<file path="src/rtl/pms_pkg.sv">
// Shared types for the power-up line frequency boot selector.
// Assumes: bands are disjoint in period space.
package pms_pkg;
    typedef enum logic [1:0] {BAND_NONE, BAND_HIGH, BAND_LOW} band_e;
    typedef enum logic [1:0] {OUT_IDLE, OUT_RELOAD, OUT_TEST, OUT_BAD} outcome_e;
    typedef struct packed {
        logic officer;
        logic user;
        logic run_app;
        logic run_test;
        logic err;
    } action_t;

    function automatic int unsigned ceil_div(int unsigned num, int unsigned den);
        return (num + den - 1) / den;
    endfunction
endpackage

</file>
<file path="src/rtl/pms_edge_sync.sv">
// Synchronizes an asynchronous line and flags its rising edges.
// Assumes: STAGES >= 2; rise_o is a single-cycle pulse per synchronized edge.
module pms_edge_sync #(
    parameter int STAGES = 2
) (
    input  logic clk,
    input  logic rst_n,
    input  logic d_i,
    output logic rise_o
);
    logic [STAGES:0] sh_q;

    // Shift the line through the synchronizer plus one history flop.
    always_ff @(posedge clk) begin
        if (!rst_n) sh_q <= '0;
        else        sh_q <= {sh_q[STAGES-1:0], d_i};
    end

    assign rise_o = sh_q[STAGES-1] & ~sh_q[STAGES];

    a_r1_rise_single: assert property (@(posedge clk) disable iff (!rst_n)
        rise_o |=> !rise_o);
endmodule

</file>
<file path="src/rtl/pms_period_meter.sv">
// Counts clock cycles between consecutive rising edges with a saturating counter.
// Assumes: the first edge only arms the meter; later edges each report one period.
module pms_period_meter #(
    parameter int CNT_W = 16
) (
    input  logic             clk,
    input  logic             rst_n,
    input  logic             rise_i,
    output logic             period_vld_o,
    output logic [CNT_W-1:0] period_o,
    output logic             seen_o
);
    localparam logic [CNT_W-1:0] CNT_MAX = '1;

    logic [CNT_W-1:0] cnt_q;
    logic             armed_q;

    // Restart the count at each edge, otherwise count up and stick at the top.
    always_ff @(posedge clk) begin
        if (!rst_n) begin
            cnt_q   <= '0;
            armed_q <= 1'b0;
        end else if (rise_i) begin
            cnt_q   <= {{(CNT_W-1){1'b0}}, 1'b1};
            armed_q <= 1'b1;
        end else if (cnt_q != CNT_MAX) begin
            cnt_q   <= cnt_q + 1'b1;
        end
    end

    assign period_vld_o = rise_i & armed_q;
    assign period_o     = cnt_q;
    assign seen_o       = armed_q;

    // a long gap must never wrap back into a band.
    a_r5_count_saturates: assert property (@(posedge clk) disable iff (!rst_n)
        (cnt_q == CNT_MAX && !rise_i) |=> cnt_q == CNT_MAX);
    a_r5_seen_sticky: assert property (@(posedge clk) disable iff (!rst_n)
        seen_o |=> seen_o);
endmodule

</file>
<file path="src/rtl/pms_band_judge.sv">
// Classifies each measured period into a band and tracks a run of equal bands.
// Assumes: inclusive cycle limits derived from CLK_HZ and the band edges; bands disjoint.
module pms_band_judge
    import pms_pkg::*;
#(
    parameter int unsigned CLK_HZ    = 50_000_000,
    parameter int unsigned HI_MIN_HZ = 800_000,
    parameter int unsigned HI_MAX_HZ = 2_000_000,
    parameter int unsigned LO_MIN_HZ = 5_000,
    parameter int unsigned LO_MAX_HZ = 25_000,
    parameter int          RUN_LEN   = 4,
    parameter int          CNT_W     = 16
) (
    input  logic             clk,
    input  logic             rst_n,
    input  logic             period_vld_i,
    input  logic [CNT_W-1:0] period_i,
    output logic             qual_o,
    output band_e            band_o
);
    localparam int          NB        = 2;
    localparam int unsigned HI_P_MIN  = ceil_div(CLK_HZ, HI_MAX_HZ);
    localparam int unsigned HI_P_MAX  = CLK_HZ / HI_MIN_HZ;
    localparam int unsigned LO_P_MIN  = ceil_div(CLK_HZ, LO_MAX_HZ);
    localparam int unsigned LO_P_MAX  = CLK_HZ / LO_MIN_HZ;
    localparam int          RW        = $clog2(RUN_LEN + 1);

    logic [NB-1:0] hit;
    band_e         cur_band;
    band_e         last_q;
    logic [RW-1:0] run_q;

    // One inclusive window comparator per band (index 0 fast, 1 slow).
    for (genvar b = 0; b < NB; b++) begin : g_band
        localparam int unsigned PMIN = (b == 0) ? HI_P_MIN : LO_P_MIN;
        localparam int unsigned PMAX = (b == 0) ? HI_P_MAX : LO_P_MAX;
        assign hit[b] = (32'(period_i) >= PMIN) && (32'(period_i) <= PMAX);
    end

    // Map comparator hits to a band label.
    always_comb begin
        if (hit[0])      cur_band = BAND_HIGH;
        else if (hit[1]) cur_band = BAND_LOW;
        else             cur_band = BAND_NONE;
    end

    // Extend, restart or clear the run of equal-band periods.
    always_ff @(posedge clk) begin
        if (!rst_n) begin
            run_q  <= '0;
            last_q <= BAND_NONE;
        end else if (period_vld_i) begin
            if (cur_band == BAND_NONE) begin
                run_q  <= '0;
                last_q <= BAND_NONE;
            end else if (cur_band == last_q) begin
                if (run_q != RW'(RUN_LEN)) run_q <= run_q + 1'b1;
            end else begin
                run_q  <= {{(RW-1){1'b0}}, 1'b1};
                last_q <= cur_band;
            end
        end
    end

    assign qual_o = (run_q == RW'(RUN_LEN));
    assign band_o = last_q;

    a_r6_qual_has_band: assert property (@(posedge clk) disable iff (!rst_n)
        qual_o |-> band_o != BAND_NONE);
    a_r6_run_single_step: assert property (@(posedge clk) disable iff (!rst_n)
        1'b1 |=> int'(run_q) <= int'($past(run_q)) + 1);
endmodule

</file>
<file path="src/rtl/pms_boot_fsm.sv">
// Takes the single boot decision from the band result, the window and the status inputs.
// Assumes: decision once per reset; actions and sleep are held until reset.
module pms_boot_fsm
    import pms_pkg::*;
#(
    parameter int WINDOW_CYC = 50_000
) (
    input  logic    clk,
    input  logic    rst_n,
    input  logic    qual_i,
    input  band_e   band_i,
    input  logic    seen_i,
    input  logic    app_i,
    input  logic    tapp_i,
    output action_t act_o,
    output logic    done_o,
    output logic    sleep_o
);
    localparam int CW = $clog2(WINDOW_CYC + 1);

    typedef enum logic {ST_WATCH, ST_HOLD} state_e;

    state_e   state_q;
    logic [CW-1:0] win_q;
    logic     decide;
    outcome_e outcome;
    action_t  nxt_act;
    action_t  act_q;
    logic     done_q;
    logic     sleep_q;

    // Decide on a qualified band, or on the last cycle of the window.
    always_comb begin
        decide = (state_q == ST_WATCH) && (qual_i || win_q == CW'(WINDOW_CYC - 1));
        if (qual_i)      outcome = (band_i == BAND_HIGH) ? OUT_RELOAD : OUT_TEST;
        else if (seen_i) outcome = OUT_BAD;
        else             outcome = OUT_IDLE;
    end

    // Turn the outcome and status inputs into one action.
    always_comb begin
        nxt_act = '0;
        unique case (outcome)
            OUT_RELOAD: nxt_act.officer = 1'b1;
            OUT_TEST:   if (tapp_i) nxt_act.run_test = 1'b1; else nxt_act.err = 1'b1;
            OUT_IDLE:   if (app_i)  nxt_act.run_app  = 1'b1; else nxt_act.user = 1'b1;
            default:    nxt_act.err = 1'b1;
        endcase
    end

    // Run the window, latch the decision once, then hold until reset.
    always_ff @(posedge clk) begin
        if (!rst_n) begin
            state_q <= ST_WATCH;
            win_q   <= '0;
            act_q   <= '0;
            done_q  <= 1'b0;
            sleep_q <= 1'b0;
        end else begin
            done_q <= 1'b0;
            if (decide) begin
                state_q <= ST_HOLD;
                act_q   <= nxt_act;
                done_q  <= 1'b1;
                sleep_q <= nxt_act.err;
            end else if (state_q == ST_WATCH) begin
                win_q   <= win_q + 1'b1;
            end
        end
    end

    assign act_o   = act_q;
    assign done_o  = done_q;
    assign sleep_o = sleep_q;

    a_r7_onehot: assert property (@(posedge clk) disable iff (!rst_n)
        $onehot0(act_o));
    a_r7_one_at_done: assert property (@(posedge clk) disable iff (!rst_n)
        done_o |-> $countones(act_o) == 1);
    a_r7_done_pulse: assert property (@(posedge clk) disable iff (!rst_n)
        done_o |=> !done_o);
    a_r8_hold_frozen: assert property (@(posedge clk) disable iff (!rst_n)
        (state_q == ST_HOLD) |=> ($stable(act_o) && !done_o));
    a_r8_sleep_sticky: assert property (@(posedge clk) disable iff (!rst_n)
        sleep_o |=> sleep_o);
    a_r3_sleep_with_error: assert property (@(posedge clk) disable iff (!rst_n)
        sleep_o |-> act_o.err);
endmodule

</file>
<file path="src/rtl/pwrup_mode_sel.sv">
// Top of the power-up line frequency boot selector: synchronizer, period meter,
// band judge and boot decision. Assumes line_in is asynchronous to clk.
module pwrup_mode_sel
    import pms_pkg::*;
#(
    parameter int unsigned CLK_HZ      = 50_000_000,
    parameter int unsigned WINDOW_US   = 1000,
    parameter int unsigned HI_MIN_HZ   = 800_000,
    parameter int unsigned HI_MAX_HZ   = 2_000_000,
    parameter int unsigned LO_MIN_HZ   = 5_000,
    parameter int unsigned LO_MAX_HZ   = 25_000,
    parameter int          RUN_LEN     = 4,
    parameter int          CNT_W       = 16,
    parameter int          SYNC_STAGES = 2
) (
    input  logic clk,
    input  logic rst_n,
    input  logic line_in,
    input  logic app_present,
    input  logic test_app_present,
    output logic act_officer_auth,
    output logic act_user_auth,
    output logic act_run_app,
    output logic act_run_test,
    output logic act_error,
    output logic decide_done,
    output logic sleep_o
);
    localparam int WINDOW_CYC = int'((CLK_HZ / 1_000_000) * WINDOW_US);

    logic             rise;
    logic             period_vld;
    logic [CNT_W-1:0] period;
    logic             seen;
    logic             qual;
    band_e            band;
    action_t          act;

    pms_edge_sync #(.STAGES(SYNC_STAGES)) u_sync (
        .clk(clk), .rst_n(rst_n), .d_i(line_in), .rise_o(rise)
    );

    pms_period_meter #(.CNT_W(CNT_W)) u_meter (
        .clk(clk), .rst_n(rst_n), .rise_i(rise),
        .period_vld_o(period_vld), .period_o(period), .seen_o(seen)
    );

    pms_band_judge #(
        .CLK_HZ(CLK_HZ), .HI_MIN_HZ(HI_MIN_HZ), .HI_MAX_HZ(HI_MAX_HZ),
        .LO_MIN_HZ(LO_MIN_HZ), .LO_MAX_HZ(LO_MAX_HZ),
        .RUN_LEN(RUN_LEN), .CNT_W(CNT_W)
    ) u_judge (
        .clk(clk), .rst_n(rst_n), .period_vld_i(period_vld), .period_i(period),
        .qual_o(qual), .band_o(band)
    );

    pms_boot_fsm #(.WINDOW_CYC(WINDOW_CYC)) u_fsm (
        .clk(clk), .rst_n(rst_n), .qual_i(qual), .band_i(band), .seen_i(seen),
        .app_i(app_present), .tapp_i(test_app_present),
        .act_o(act), .done_o(decide_done), .sleep_o(sleep_o)
    );

    assign act_officer_auth = act.officer;
    assign act_user_auth    = act.user;
    assign act_run_app      = act.run_app;
    assign act_run_test     = act.run_test;
    assign act_error        = act.err;
endmodule

</file>
<file path="config.mk">
export PLATFORM = sky130hd
export DESIGN_NAME = pwrup_mode_sel
export DESIGN_NICKNAME = d
export VERILOG_FILES = /design/src/rtl/pms_pkg.sv /design/src/rtl/pms_edge_sync.sv /design/src/rtl/pms_period_meter.sv /design/src/rtl/pms_band_judge.sv /design/src/rtl/pms_boot_fsm.sv /design/src/rtl/pwrup_mode_sel.sv
export SDC_FILE = /design/constraint.sdc
export NUM_CORES = 1
export LEC_CHECK = 0
export BUFFER_PORTS_ARGS = -buffer_cell sky130_fd_sc_hd__buf_2
export CAP_MARGIN = 40
export CORE_MARGIN = 5
export CORE_UTILIZATION = 40
export DETAILED_ROUTE_END_ITERATION = 8
export PLACE_DENSITY = 0.67
export SETUP_SLACK_MARGIN = 0.05
export SYNTH_ARGS = -nofsm -noshare
export SYNTH_HDL_FRONTEND = slang
export SYNTH_SLANG_ARGS = --single-unit
</file>
<file path="constraint.sdc">
create_clock -name clk -period 3.9 [get_ports clk]
set_clock_uncertainty 0.15 [all_clocks]
set_input_delay 0 -clock clk [delete_from_list [all_inputs] [get_ports clk]]
set_output_delay 0 -clock clk [all_outputs]
set_load 0.01 [all_outputs]
</file>
==> results of run 1 <==
## layout make-up
class | count | area (um^2) | area share, %
clock buffers | 5 | 68.8 | 2.56
clock inverters | 3 | 42.5 | 1.58
inverters | 11 | 41.3 | 1.53
multi-input cells | 223 | 1390 | 51.7
flip-flops and latches | 48 | 961 | 35.7
well taps | 75 | 93.8 | 3.49
repair buffers | 15 | 92.6 | 3.44
## report_power, final
part | leakage (uW) | switching [uW] | internal, uW
logic | 0.000580 | 20.2 | 16.1
clock network | 0.0000541 | 169 | 190
registers | 0.000388 | 7.63 | 497
## logic make-up (layout without fill, tap and decap cells)
| family | Yosys count | count (layout) | synth area share [%] |
|---|---|---|---|
| fa+ha+maj | 7 | 7 | 3.58 |
| buf+inv | 23 | 34 | 3.83 |
| mux | 4 | 4 | 1.69 |
| xor+xnor | 27 | 27 | 9.66 |
| simple gates | 151 | 151 | 32.9 |
| compound gates | 34 | 34 | 9.10 |
| flops | 48 | 48 | 39.3 |
## sequential cells by signal (all words and copies together), names as in the netlist
signal	cells
u_fsm.act_o	4
u_fsm.done_o	1
u_fsm.sleep_o	1
u_fsm.state_q	1
u_fsm.win_q	16
u_judge.band_o	2
u_judge.run_q	3
u_meter.period_o	16
u_meter.seen_o	1
u_sync.sh_q	3
## worst register-to-register path, stage by stage, from the launching register on
cell and delay [ns]:
dfxtp_1 0.41, inv_1 0.10, ha_1 0.18, or3b_2 0.43, a31oi_1 0.25, or4b_1 0.27
mux2_2 0.36, a31oi_1 0.15, o21ai_0 0.09
## per-stage QoR
step	instance area, um^2	std cells	hold slack, ns	total power (uW)
floorplan	2450	294	-0.0227	541
global placement	2550	369	0.0611	549
detailed placement	2550	369	0.0606	551
CTS	2690	380	0.0423	915
global route	2690	380	0.0925	941
finish	2690	380	0.0471	900
## worst max-delay path by stage
stage	from	to	slack, ns	cells past startpoint
6_report	u_meter.period_o[1]	u_judge.run_q[0]	1.41	8
5_1_grt	u_meter.period_o[0]	u_judge.run_q[2]	1.29	8
4_1_cts	u_meter.period_o[1]	u_judge.run_q[0]	1.42	8
3_5_place_dp	u_meter.period_o[1]	u_judge.run_q[0]	1.44	8
3_3_place_gp	u_meter.period_o[1]	u_judge.run_q[0]	1.49	8
2_1_floorplan	u_meter.period_o[1]	u_judge.run_q[0]	1.48	9
## routing by layer
metal	up-vias	routed length (um)
li1	1027	-
met1	895	2270
met2	25	1930
met3	5	152
met4	0	59
met5	-	0
## cells in the final DEF, fill, tap and decap left out, types with 2 or more instances in the layout
cell type / n
dfxtp_1: 48
nand2_1: 33
and2_1: 26
nor2_1: 23
nand3_1: 21
xor2_1: 14
xnor2_1: 13
inv_1: 11
nor3_1: 11
a21oi_1: 11
buf_2: 11
nor2b_1: 7
ha_1: 7
nor4_1: 6
nand4_1: 6
o21ai_0: 5
clkbuf_8: 5
a31oi_1: 4
nand4b_1: 3
a21boi_0: 3
mux2i_1: 3
nand2b_1: 3
dlygate4sd3_1: 3
nor4bb_1: 2
nor4b_1: 2
or4b_1: 2
o311ai_0: 2
o21a_1: 2
a21o_1: 2
==> metrics.md, run 1 <==
| Metric | Value |
|---|---|
| Status | `finished, final reports clean` |
| Slew Limit Fails | `0` |
| Warning count from the yosys run | `0` |
| HP Start | `rst_n` |
| Post-route setup slack | `around 1.4 ns` |
| Initial Util | `41.3%` |
| Worst EP required | `between 3 and 4 ns` |
| Post-DP HPWL | `between 3000 and 4000 um` |
| Fmax | `402 MHz` |
| Vias in the first global route | `around 1800` |
| Pleak | `0.00102 uW` |
| Critical Path, Cell by Cell | `inv_1 > ha_1 > or3b_2 > a31oi_1 > or4b_1 > mux2_2 > a31oi_1 > o21ai_0` |
| Crit path DAT | `2.53 ns` |
| Synth Register Bits | `48` |
| Worst rel slew slack | `between 60% and 70%` |
| Post-synth top area cell | `dfxtp_1` |
| Hold EP | `u_meter.period_o[0]` |
| Startpoint Class | `flop` |
| Post-CTS setup buffer count | `0` |
| CTS tree | `built` |
| GR Util met3 | `under 10%` |
| Worst path max stage delay | `between 0.4 and 0.5 ns` |
| CP delay by family, top | `simple AND/OR/NAND/NOR gates` |
| Via density | `5.14` |
| Pwr per Cell Area | `between 300 and 400 mW/mm^2` |
| Worst Hold Path Cells | `2` |
| Initial antenna violation count | `0` |
| Htree depth | `2` |
| Row cnt | `28` |
| First-pass GRT wire length | `around 7800 um` |
| Cell Area, Synth | `0.00245 mm^2` |
| Routing usage on met2 | `between 10% and 20%` |
| Met1 usage | `between 15 and 20%` |
| PortBufs | `11` |
| Setup_tns | `0 ns` |
| Setup WS pre-CTS | `~1.4 ns` |
| Critical path class | `flop to flop` |
| Post-synthesis cell type count | `42` |
| WP buf/inv | `1` |
| Iter 0 DRT Violations | `43` |
| Synth cell count leaders | `dfxtp_1, nand2_1, and2_1` |
| Sequential share of the synthesized area | `between 30% and 40%` |
| Worst r2r src | `u_meter.period_o[1]` |
| Hold Violations, Final | `0` |
| IO Count | `12` |
| Register-to-register setup slack | `between 1 and 1.5 ns` |
| Synth top area share | `between 30% and 40%` |
| Die outline area | `roughly 0.0078 mm^2` |
| Synth Instances | `around 290` |
| CTS Buf Count | `5` |
| Core area | `0.00592 mm^2` |
| Post-cts sizing count | `0` |
| Clk_lat worst skew | `slightly above 0.3 ns` |
| Peak VDD IR | `0.200 mV` |
| Max-cap violations | `0` |
| Period utilisation layout | `between 60% and 70%` |
| Top-count cell post-synth | `dfxtp_1` |
| R2R Path End | `u_judge.run_q[0]` |
| Fillcell total | `609` |
| CTS Buffer Depth | `2` |
| Worst min path class | `primary input to flop` |
| Die X | `between 80 and 90 um` |
| Root cell of the clock tree | `clkbuf_8` |
| Syn_nets | `slightly above 300` |
| Final cell utilization of the core | `45.5%` |
| Total number of vias | `around 2000` |
| Die H | `88.2 um` |
| EDFF count, synth | `0` |
| Gr usage total | `12.3%` |
| Clock Sinks | `48` |
| Detailed Route WL | `4410 um` |
| Drc violations | `0` |
| Global route total overflow | `0` |
| Slowest-stage cell, CP | `or3b_2` |
| Layout Nets | `roughly 320` |
| Fraction of layout cells with a size suffix above 1 | `7.87%` |
| Clock-pin slew on the worst setup and hold paths | `~0.090 ns` |
| Min Tclk post-route | `around 2.5 ns` |
| Pin count of the biggest net entering global routing | `38` |
| Syn_area_per_cell | `8.32 um^2` |
| CP dominant cell by count | `a31oi_1` |
| Final setup vio count | `0` |
| Dominant synthesized flop cell | `dfxtp_1` |
| P&R area growth vs syn | `10.0%` |
| RSZ-0062 raised after global routing | `no` |
| CP max FO | `6` |
| Antenna violation net count after detailed routing | `0` |
| Drt first pass iters | `4` |
| Slew at the pin closest to its max-slew limit | `roughly 0.56 ns` |
| Top cells by area, synth | `dfxtp_1, and2_1, nand2_1, xor2_1, xnor2_1` |
| # diodes | `0` |
| Routed wire per std cell | `about 12 um` |
| Synth async-reset ratio | `0%` |
| Post-CTS Hold Buffers | `3` |
| CP endpoint kind | `flop` |
| Gpl congestion | `a little under 0.8` |
| Worst r2r path cells | `8` |
| Top Usage Layer GRT | `met2` |
No activity file was read; power rests on OpenSTA's default activity.
==> inputs of run 2 (changes only) <==
--- a/config.mk
+++ b/config.mk
@@ -5,12 +5,13 @@
 export SDC_FILE = /design/constraint.sdc
 export NUM_CORES = 1
 export LEC_CHECK = 0
+export ABC_AREA = 1
 export BUFFER_PORTS_ARGS = -buffer_cell sky130_fd_sc_hd__buf_2
 export CAP_MARGIN = 40
 export CORE_MARGIN = 5
 export CORE_UTILIZATION = 40
 export DETAILED_ROUTE_END_ITERATION = 8
-export PLACE_DENSITY = 0.67
+export PLACE_DENSITY = 0.69
 export SETUP_SLACK_MARGIN = 0.05
 export SYNTH_ARGS = -nofsm -noshare
 export SYNTH_HDL_FRONTEND = slang
==> constraint.sdc (replaced) <==
create_clock -name clk -period 2.1 [get_ports clk]
set_clock_uncertainty 0.15 [all_clocks]
set_input_delay 0 -clock clk [delete_from_list [all_inputs] [get_ports clk]]
set_output_delay 0 -clock clk [all_outputs]
set_load 0.01 [all_outputs]
==> metrics.md, run 2 <==
| Metric | Value |
|---|---|
| Slew at the pin closest to its max-slew limit | `0.573 ns (+0.0147 ns)` |
| Dominant synthesized flop cell | `dfxtp_1` |
| Wl on met1 | `2760 um (+22%)` |
| CP endpoint kind | `flop` |
| CTS Buffer Depth | `2 (unchanged)` |
| Sequential share of the synthesized area | `35.8% (-3.5 points)` |
| CP max FO | `5 (-1)` |
| Worst EP required | `2.16 ns (-1.78 ns)` |
| Clk_lat worst skew | `0.31 ns (about the same)` |
| HP Start | `rst_n` |
| Worst rel slew slack | `61.6% (-1.1 points)` |
| Syn_area_per_cell | `6.89 um^2 (-17%)` |
| Vias in the first global route | `2280 (+24%)` |
| Warning count from the yosys run | `0 (unchanged)` |
| Setup_tns | `0 ns (unchanged)` |
| Via density | `4.90 (-4.6%)` |
| Die outline area | `0.00846 mm^2 (+8.7%)` |
| Layout Nets | `422 (+34%)` |
| CP delay by family, top | `simple AND/OR/NAND/NOR gates` |
| Post-synthesis cell type count | `36 (-14%)` |
| Syn_nets | `402 (+31%)` |
| Fmax | `527 MHz (+31%)` |
| Synth top area share | `35.8% (-3.5 points)` |
| First-pass GRT wire length | `10100 um (+29%)` |
| Hold Violations, Final | `0 (unchanged)` |
| Critical Path, Cell by Cell | `inv_2 > ha_1 > nand3_1 > nor2_1 > nand2_1 > nand2_2 > nand2_2 > nand2_4 > nand3_4 > inv_2 > nand3_1 > nand2_2 > nand2_1 > nand2_1 > nor2_1` |
| Crit path launch | `u_meter.period_o[0]` |
| Metal3 WL | `163 um (+7.2%)` |
| # diodes | `0 (unchanged)` |
| Worst path max stage delay | `0.38 ns (-0.05 ns)` |
| Final cell utilization of the core | `47.6% (+2.1 points)` |
| Slew Limit Fails | `0 (unchanged)` |
| Most common cell after layout, fill and taps aside | `nand2_1` |
| Die X | `92.0 um (+4.3%)` |
| Synth cell count leaders | `nand2_1, inv_1, dfxtp_1` |
| Gr usage total | `14.3% (+2.0 points)` |
| Initial Util | `41.6% (+0.28 points)` |
| Overall power | `1720 uW (+91%)` |
| Startpoint Class | `flop` |
| EDFF count, synth | `0 (unchanged)` |
| RSZ-0062 raised after global routing | `yes` |
| Die H | `92.0 um (+4.3%)` |
| Compound-Gate Fraction of Synth Area | `10.5% (+1.4 points)` |
| Antenna violation net count after detailed routing | `0 (unchanged)` |
| Post-DP HPWL | `4210 um (+34%)` |
| Detailed Route WL | `5820 um (+32%)` |
| Area share of fa/ha/maj cells after synthesis | `3.26% (-0.32 points)` |
| WP buf/inv | `2 (+1)` |
| CTS tree | `built` |
| Period utilisation layout | `90.3% (+26 points)` |
| IO Count | `12 (unchanged)` |
| Worst r2r src | `u_meter.period_o[0]` |
| Gpl congestion | `0.894 (+15%)` |
| Cell Area, Synth | `0.00269 mm^2 (+9.8%)` |
| Min Tclk post-route | `1.90 ns (-0.594 ns)` |
| Drc violations | `0 (unchanged)` |
| Total number of vias | `2392 (+23%)` |
| Global route total overflow | `0 (unchanged)` |
| Crit path DAT | `1.96 ns (-0.57 ns)` |
| Synth async-reset ratio | `0% (unchanged)` |
| Top Metal Used | `met4` |
| Final setup vio count | `0 (unchanged)` |
| Top-count cell post-synth | `nand2_1` |
| Most frequent cells in the layout | `nand2_1, inv_1, nor2_1, dfxtp_1, nand3_1` |
| Routed wire per std cell | `11.9 um (+2.7%)` |
| Synth Instances | `390 (+33%)` |
| Critical path class | `flop to flop` |
| Xor/xnor share of the synthesized area | `3.91% (-5.8 points)` |
| Clock-pin slew on the worst setup and hold paths | `0.10 ns (about the same)` |
| Drt first pass iters | `7 (+3)` |
| PortBufs | `11 (unchanged)` |
| Mux contribution to synthesized area | `0% (-1.7 points)` |
| Status | `finished, final reports clean` |
| Post-synth top area cell | `dfxtp_1` |
| P&R area growth vs syn | `14.3%` |
| Core area | `0.00646 mm^2 (+9.1%)` |
| Iter 0 DRT Violations | `112 (+160%)` |
| Clock Sinks | `48 (unchanged)` |
| CTS Buf Count | `5 (unchanged)` |
| Row cnt | `29 (+3.6%)` |
| Root cell of the clock tree | `clkbuf_8` |
| Slowest-stage cell, CP | `dfxtp_4` |
| Fraction of layout cells with a size suffix above 1 | `18.2% (+10 points)` |
| Max-cap violations | `0 (unchanged)` |
| Pwr per Cell Area | `561 mW/mm^2 (+68%)` |
| Final Instance Area | `0.00307 mm^2 (+14%)` |
| Synth Register Bits | `48 (unchanged)` |
| Largest family of logic cells by synthesized area | `simple AND/OR/NAND/NOR gates` |
| Htree depth | `2 (unchanged)` |
| Peak VDD IR | `0.383 mV (+92%)` |
| Simple-Gate Fraction of Synth Area | `35.8% (+3.0 points)` |
| Worst min path class | `primary input to flop` |
| Pleak | `0.00126 uW (+23%)` |
| Metal2 WL | `2780 um (+44%)` |
| Initial antenna violation count | `0 (unchanged)` |
| Top cells by area, synth | `dfxtp_1, nand2_1, inv_1, nor2_1, nand3_1` |
| Pin count of the biggest net entering global routing | `21 (-45%)` |
| Placed inst area | `0.00284 mm^2 (+11%)` |
run 2: area by class of cell:
type                       count  area (um^2)
fill                         652         3390
tap                           77         96.3
clock buffer                   5         68.8
multi-input combinational    270         1520
sequential                    48          971
clock inverter                 3         46.3
timing repair buffer          19          123
inverter                      66          249
run 2: layer usage:
metal / track usage [%] / up-vias
li1: - / 1282
met1: 17.9 / 1071
met2: 23.8 / 28
met3: 3.68 / 11
met4: 4.58 / 0
met5: 0 / -
run 2: cell families (layout without fill, tap and decap cells):
group	after synthesis	in the layout
AOI/OAI and AO/OA	51	51
and+or+nand+nor	200	200
DFF	48	48
adders and majority gates	7	7
xor gates and xnor gates	12	12
buffers and inverters	72	93
run 2: path summary, 6_finish.rpt:
check | endpoint | slack, ns | cells after the start
worst max-delay path | u_judge.run_q[0] | 0.20 | 15
worst min register to register | u_sync.sh_q[2] | 0.28 | 2
worst min-delay path | u_sync.sh_q[0] | 0.005 | 4
worst max register to register | u_judge.run_q[0] | 0.20 | 15
run 2: power by group:
group	switching, uW	internal, uW	total (uW)
registers	14.8	924	939
clock network	337	359	696
logic	53.7	33.6	87.3
run 2: through the flow:
step	hold WS, ns	setup slack, ns	instances
2_1_floorplan	-0.0524	0.284	390
6_report	0.00493	0.203	488
5_1_grt	0.00719	0.0146	488
3_3_place_gp	0.0408	0.170	477
4_1_cts	0.00300	0.0807	488
3_5_place_dp	0.0491	0.109	477
run 2: worst register-to-register path, delay by kind of cell, from the launching register on:
kind / cells / cell delay [ns]
AND/OR/NAND/NOR: 12 / 0.97
adder cells (fa/ha/maj): 1 / 0.16
buffers and inverters: 2 / 0.14
flip-flops: 1 / 0.38
run 2: repair_timing:
action | in CTS | in global routing
buffers inserted | 0 | 0
endpoints found under the hold margin | 5 | 0
hold buffers | 3 | 0
endpoints found under the setup margin | 0 | 29
gates resized for setup | 0 | 23
==> inputs of run 3 (changes only) <==
--- a/config.mk
+++ b/config.mk
@@ -9,9 +9,10 @@
 export BUFFER_PORTS_ARGS = -buffer_cell sky130_fd_sc_hd__buf_2
 export CAP_MARGIN = 40
 export CORE_MARGIN = 5
-export CORE_UTILIZATION = 40
+export CORE_UTILIZATION = 55
 export DETAILED_ROUTE_END_ITERATION = 8
-export PLACE_DENSITY = 0.69
+export PLACE_DENSITY = 0.86
+export RECOVER_POWER = 100
 export SETUP_SLACK_MARGIN = 0.05
 export SYNTH_ARGS = -nofsm -noshare
 export SYNTH_HDL_FRONTEND = slang
==> constraint.sdc (replaced) <==
create_clock -name clk -period 2.1 [get_ports clk]
set_clock_uncertainty 0.15 [all_clocks]
set_input_delay 0.21 -clock clk [delete_from_list [all_inputs] [get_ports clk]]
set_output_delay 0.21 -clock clk [all_outputs]
set_load 0.01 [all_outputs]
==> metrics.md, run 3 (same netlist as run 2, synthesis figures left out) <==
| Metric | Value |
|---|---|
| Core area | `0.00472 mm^2 (-27%)` |
| Row cnt | `25 (-14%)` |
| Routed wire per std cell | `11.3 um (-5.1%)` |
| CTS Buffer Depth | `2 (unchanged)` |
| P&R area growth vs syn | `9.08%` |
| Post-CTS setup buffer count | `0 (unchanged)` |
| Die X | `79.9 um (-13%)` |
| Drc violations | `0 (unchanged)` |
| Final Instance Area | `0.00293 mm^2 (-4.6%)` |
| Clock-pin slew on the worst setup and hold paths | `0.09 ns (about the same)` |
| Critical path class | `flop to flop` |
| Gpl congestion | `0.924 (+3.3%)` |
| First-pass GRT wire length | `9430 um (-6.4%)` |
| Startpoint Class | `flop` |
| Global route total overflow | `0 (unchanged)` |
| Post-DP HPWL | `4140 um (-1.6%)` |
| Clock Sinks | `48 (unchanged)` |
| Clk pwr share | `34.1% (-6.3 points)` |
| Combinational Power Share | `5.3% (+0.2 points)` |
| Worst Hold Path Cells | `3 (-1)` |
| CP endpoint kind | `flop` |
| CTS Buf Count | `5 (unchanged)` |
| Overall power | `1540 uW (-10%)` |
| Slew at the pin closest to its max-slew limit | `0.396 ns (-0.178 ns)` |
| Most frequent cells in the layout | `nand2_1, inv_1, nor2_1, dfxtp_1, nand3_1` |
| Worst r2r src | `u_fsm.win_q[1]` |
| Most common cell after layout, fill and taps aside | `nand2_1` |
| # diodes | `0 (unchanged)` |
| Initial antenna violation count | `0 (unchanged)` |
| Status | `finished, final reports clean` |
| Root cell of the clock tree | `clkbuf_8` |
| PortBufs | `11 (unchanged)` |
| Max-cap violations | `0 (unchanged)` |
| Sequential Area | `966 um^2 (-0.52%)` |
| Period utilisation layout | `91.7% (+1.4 points)` |
| CP max FO | `7 (+2)` |
| Hold Violations, Final | `0 (unchanged)` |
| Fmax | `519 MHz (-1.5%)` |
| Layout Nets | `422 (unchanged)` |
| RSZ-0062 raised after global routing | `yes` |
| CTS tree | `built` |
| Pin count of the biggest net entering global routing | `21 (unchanged)` |
| Worst rel slew slack | `73.5% (+12 points)` |
| Htree depth | `2 (unchanged)` |
| Placed inst area | `0.00283 mm^2 (-0.18%)` |
| Clk_lat worst skew | `0.30 ns (about the same)` |
| Pwr per Cell Area | `526 mW/mm^2 (-6.1%)` |
| Fraction of layout cells with a size suffix above 1 | `14.6% (-3.6 points)` |
| Multi-input gate area | `0.00144 mm^2 (-4.9%)` |
| Sequential share of power | `60.6% (+6.1 points)` |
| Vias in the first global route | `2249 (-1.4%)` |
| Worst r2r path cells | `11 (-4)` |
| Sw frac | `23.5% (-0.036 points)` |
| Crit path launch | `u_fsm.win_q[1]` |
| Via density | `5.11 (+4.3%)` |
| Min Tclk post-route | `1.93 ns (+0.0297 ns)` |
| Detailed Route WL | `5390 um (-7.2%)` |
| Pleak | `0.00120 uW (-4.8%)` |
| Die outline area | `0.00638 mm^2 (-25%)` |
| Worst EP required | `2.15 ns (about the same)` |
| Worst min path class | `primary input to flop` |
| Fillcell total | `418 (-36%)` |
| Drt first pass iters | `4 (-3)` |
| Gr usage total | `18.4% (+4.2 points)` |
| Switch Pwr | `363 uW (-11%)` |
| Internal power | `1180 uW (-10%)` |
| Final setup vio count | `0 (unchanged)` |
| Worst hold margin | `0.0246 ns (+0.0196 ns)` |
| Crit path DAT | `1.98 ns (+0.02 ns)` |
| Setup_tns | `0 ns (unchanged)` |
| HP Start | `test_app_present` |
| Slew Limit Fails | `0 (unchanged)` |
| Die H | `79.9 um (-13%)` |
| IO Count | `12 (unchanged)` |
| Antenna violation net count after detailed routing | `0 (unchanged)` |
| Initial Util | `56.9% (+15 points)` |
| Iter 0 DRT Violations | `156 (+39%)` |
| Peak VDD IR | `0.329 mV (-14%)` |
| Total number of vias | `2438 (+1.9%)` |
-- run 3: cell count changes in the layout (fill, tap and decap cells not counted), moves of 2 or more --
cell	previous run	this run
nand2_4	6	2
dfxtp_1	44	46
buf_2	11	4
nor2_2	6	4
nand2_2	9	13
ha_4	2	0
clkbuf_1	0	8
nor2_1	44	46
o21ai_1	3	5
-- run 3: final cells by class --
type	count	area share, %
multi-input cells	270	49.3
repair buffers	19	3.67
flip-flops and latches	48	32.9
clock buffers	5	2.35
inverters	66	8.49
well taps	67	2.86
clock inverters	2	0.427
-- run 3: final timing paths --
check                                 endpoint  slack, ns
worst max-delay path            u_fsm.win_q[6]       0.17
worst min-delay path            u_fsm.act_o[1]       0.02
worst max register to register  u_fsm.win_q[6]       0.17
worst min register to register  u_sync.sh_q[1]       0.28
-- run 3: power groups by stage --
stage / combinational (uW) / sequential [uW] / clock [uW]
2_1_floorplan: 55.2 / 952 / 0
3_3_place_gp: 74.2 / 954 / 0
3_5_place_dp: 77.5 / 955 / 0
4_1_cts: 80.4 / 934 / 540
5_1_grt: 95.4 / 937 / 576
6_report: 82.1 / 935 / 526
-- run 3: critical path, cell delays in order (launching register included) --
cell	delay [ns]
dfxtp_1	0.36
ha_2	0.23
nand3_1	0.12
inv_1	0.10
nand3_1	0.08
o21ai_1	0.15
nand2_2	0.13
nand2_2	0.13
nor2_1	0.09
inv_1	0.09
nor2_1	0.04
o21a_1	0.17
-- run 3: through the flow --
stage,utilization (%),setup slack (ns),cells
final,62.1,0.174,477
after global routing,62.1,0.0179,477
after CTS,62.1,0.116,477
after detailed placement,59.9,0.129,468
after global placement,59.9,0.189,468
after floorplan,-,0.284,390
-- run 3: timing repair --
item | CTS | global route
hold endpoints to repair | 3 | 0
resized for setup | 0 | 12
hold buffers | 2 | 0
setup endpoints to repair | 0 | 15
-- run 3: layer usage --
layer | vias to the layer above | GRT usage (%) | wire length, um
met1 | 1105 | 21.7 | 2570
met4 | 0 | 7.26 | 74
met3 | 9 | 4.29 | 191
li1 | 1282 | - | -
met5 | - | 0 | 0
met2 | 42 | 32.0 | 2560
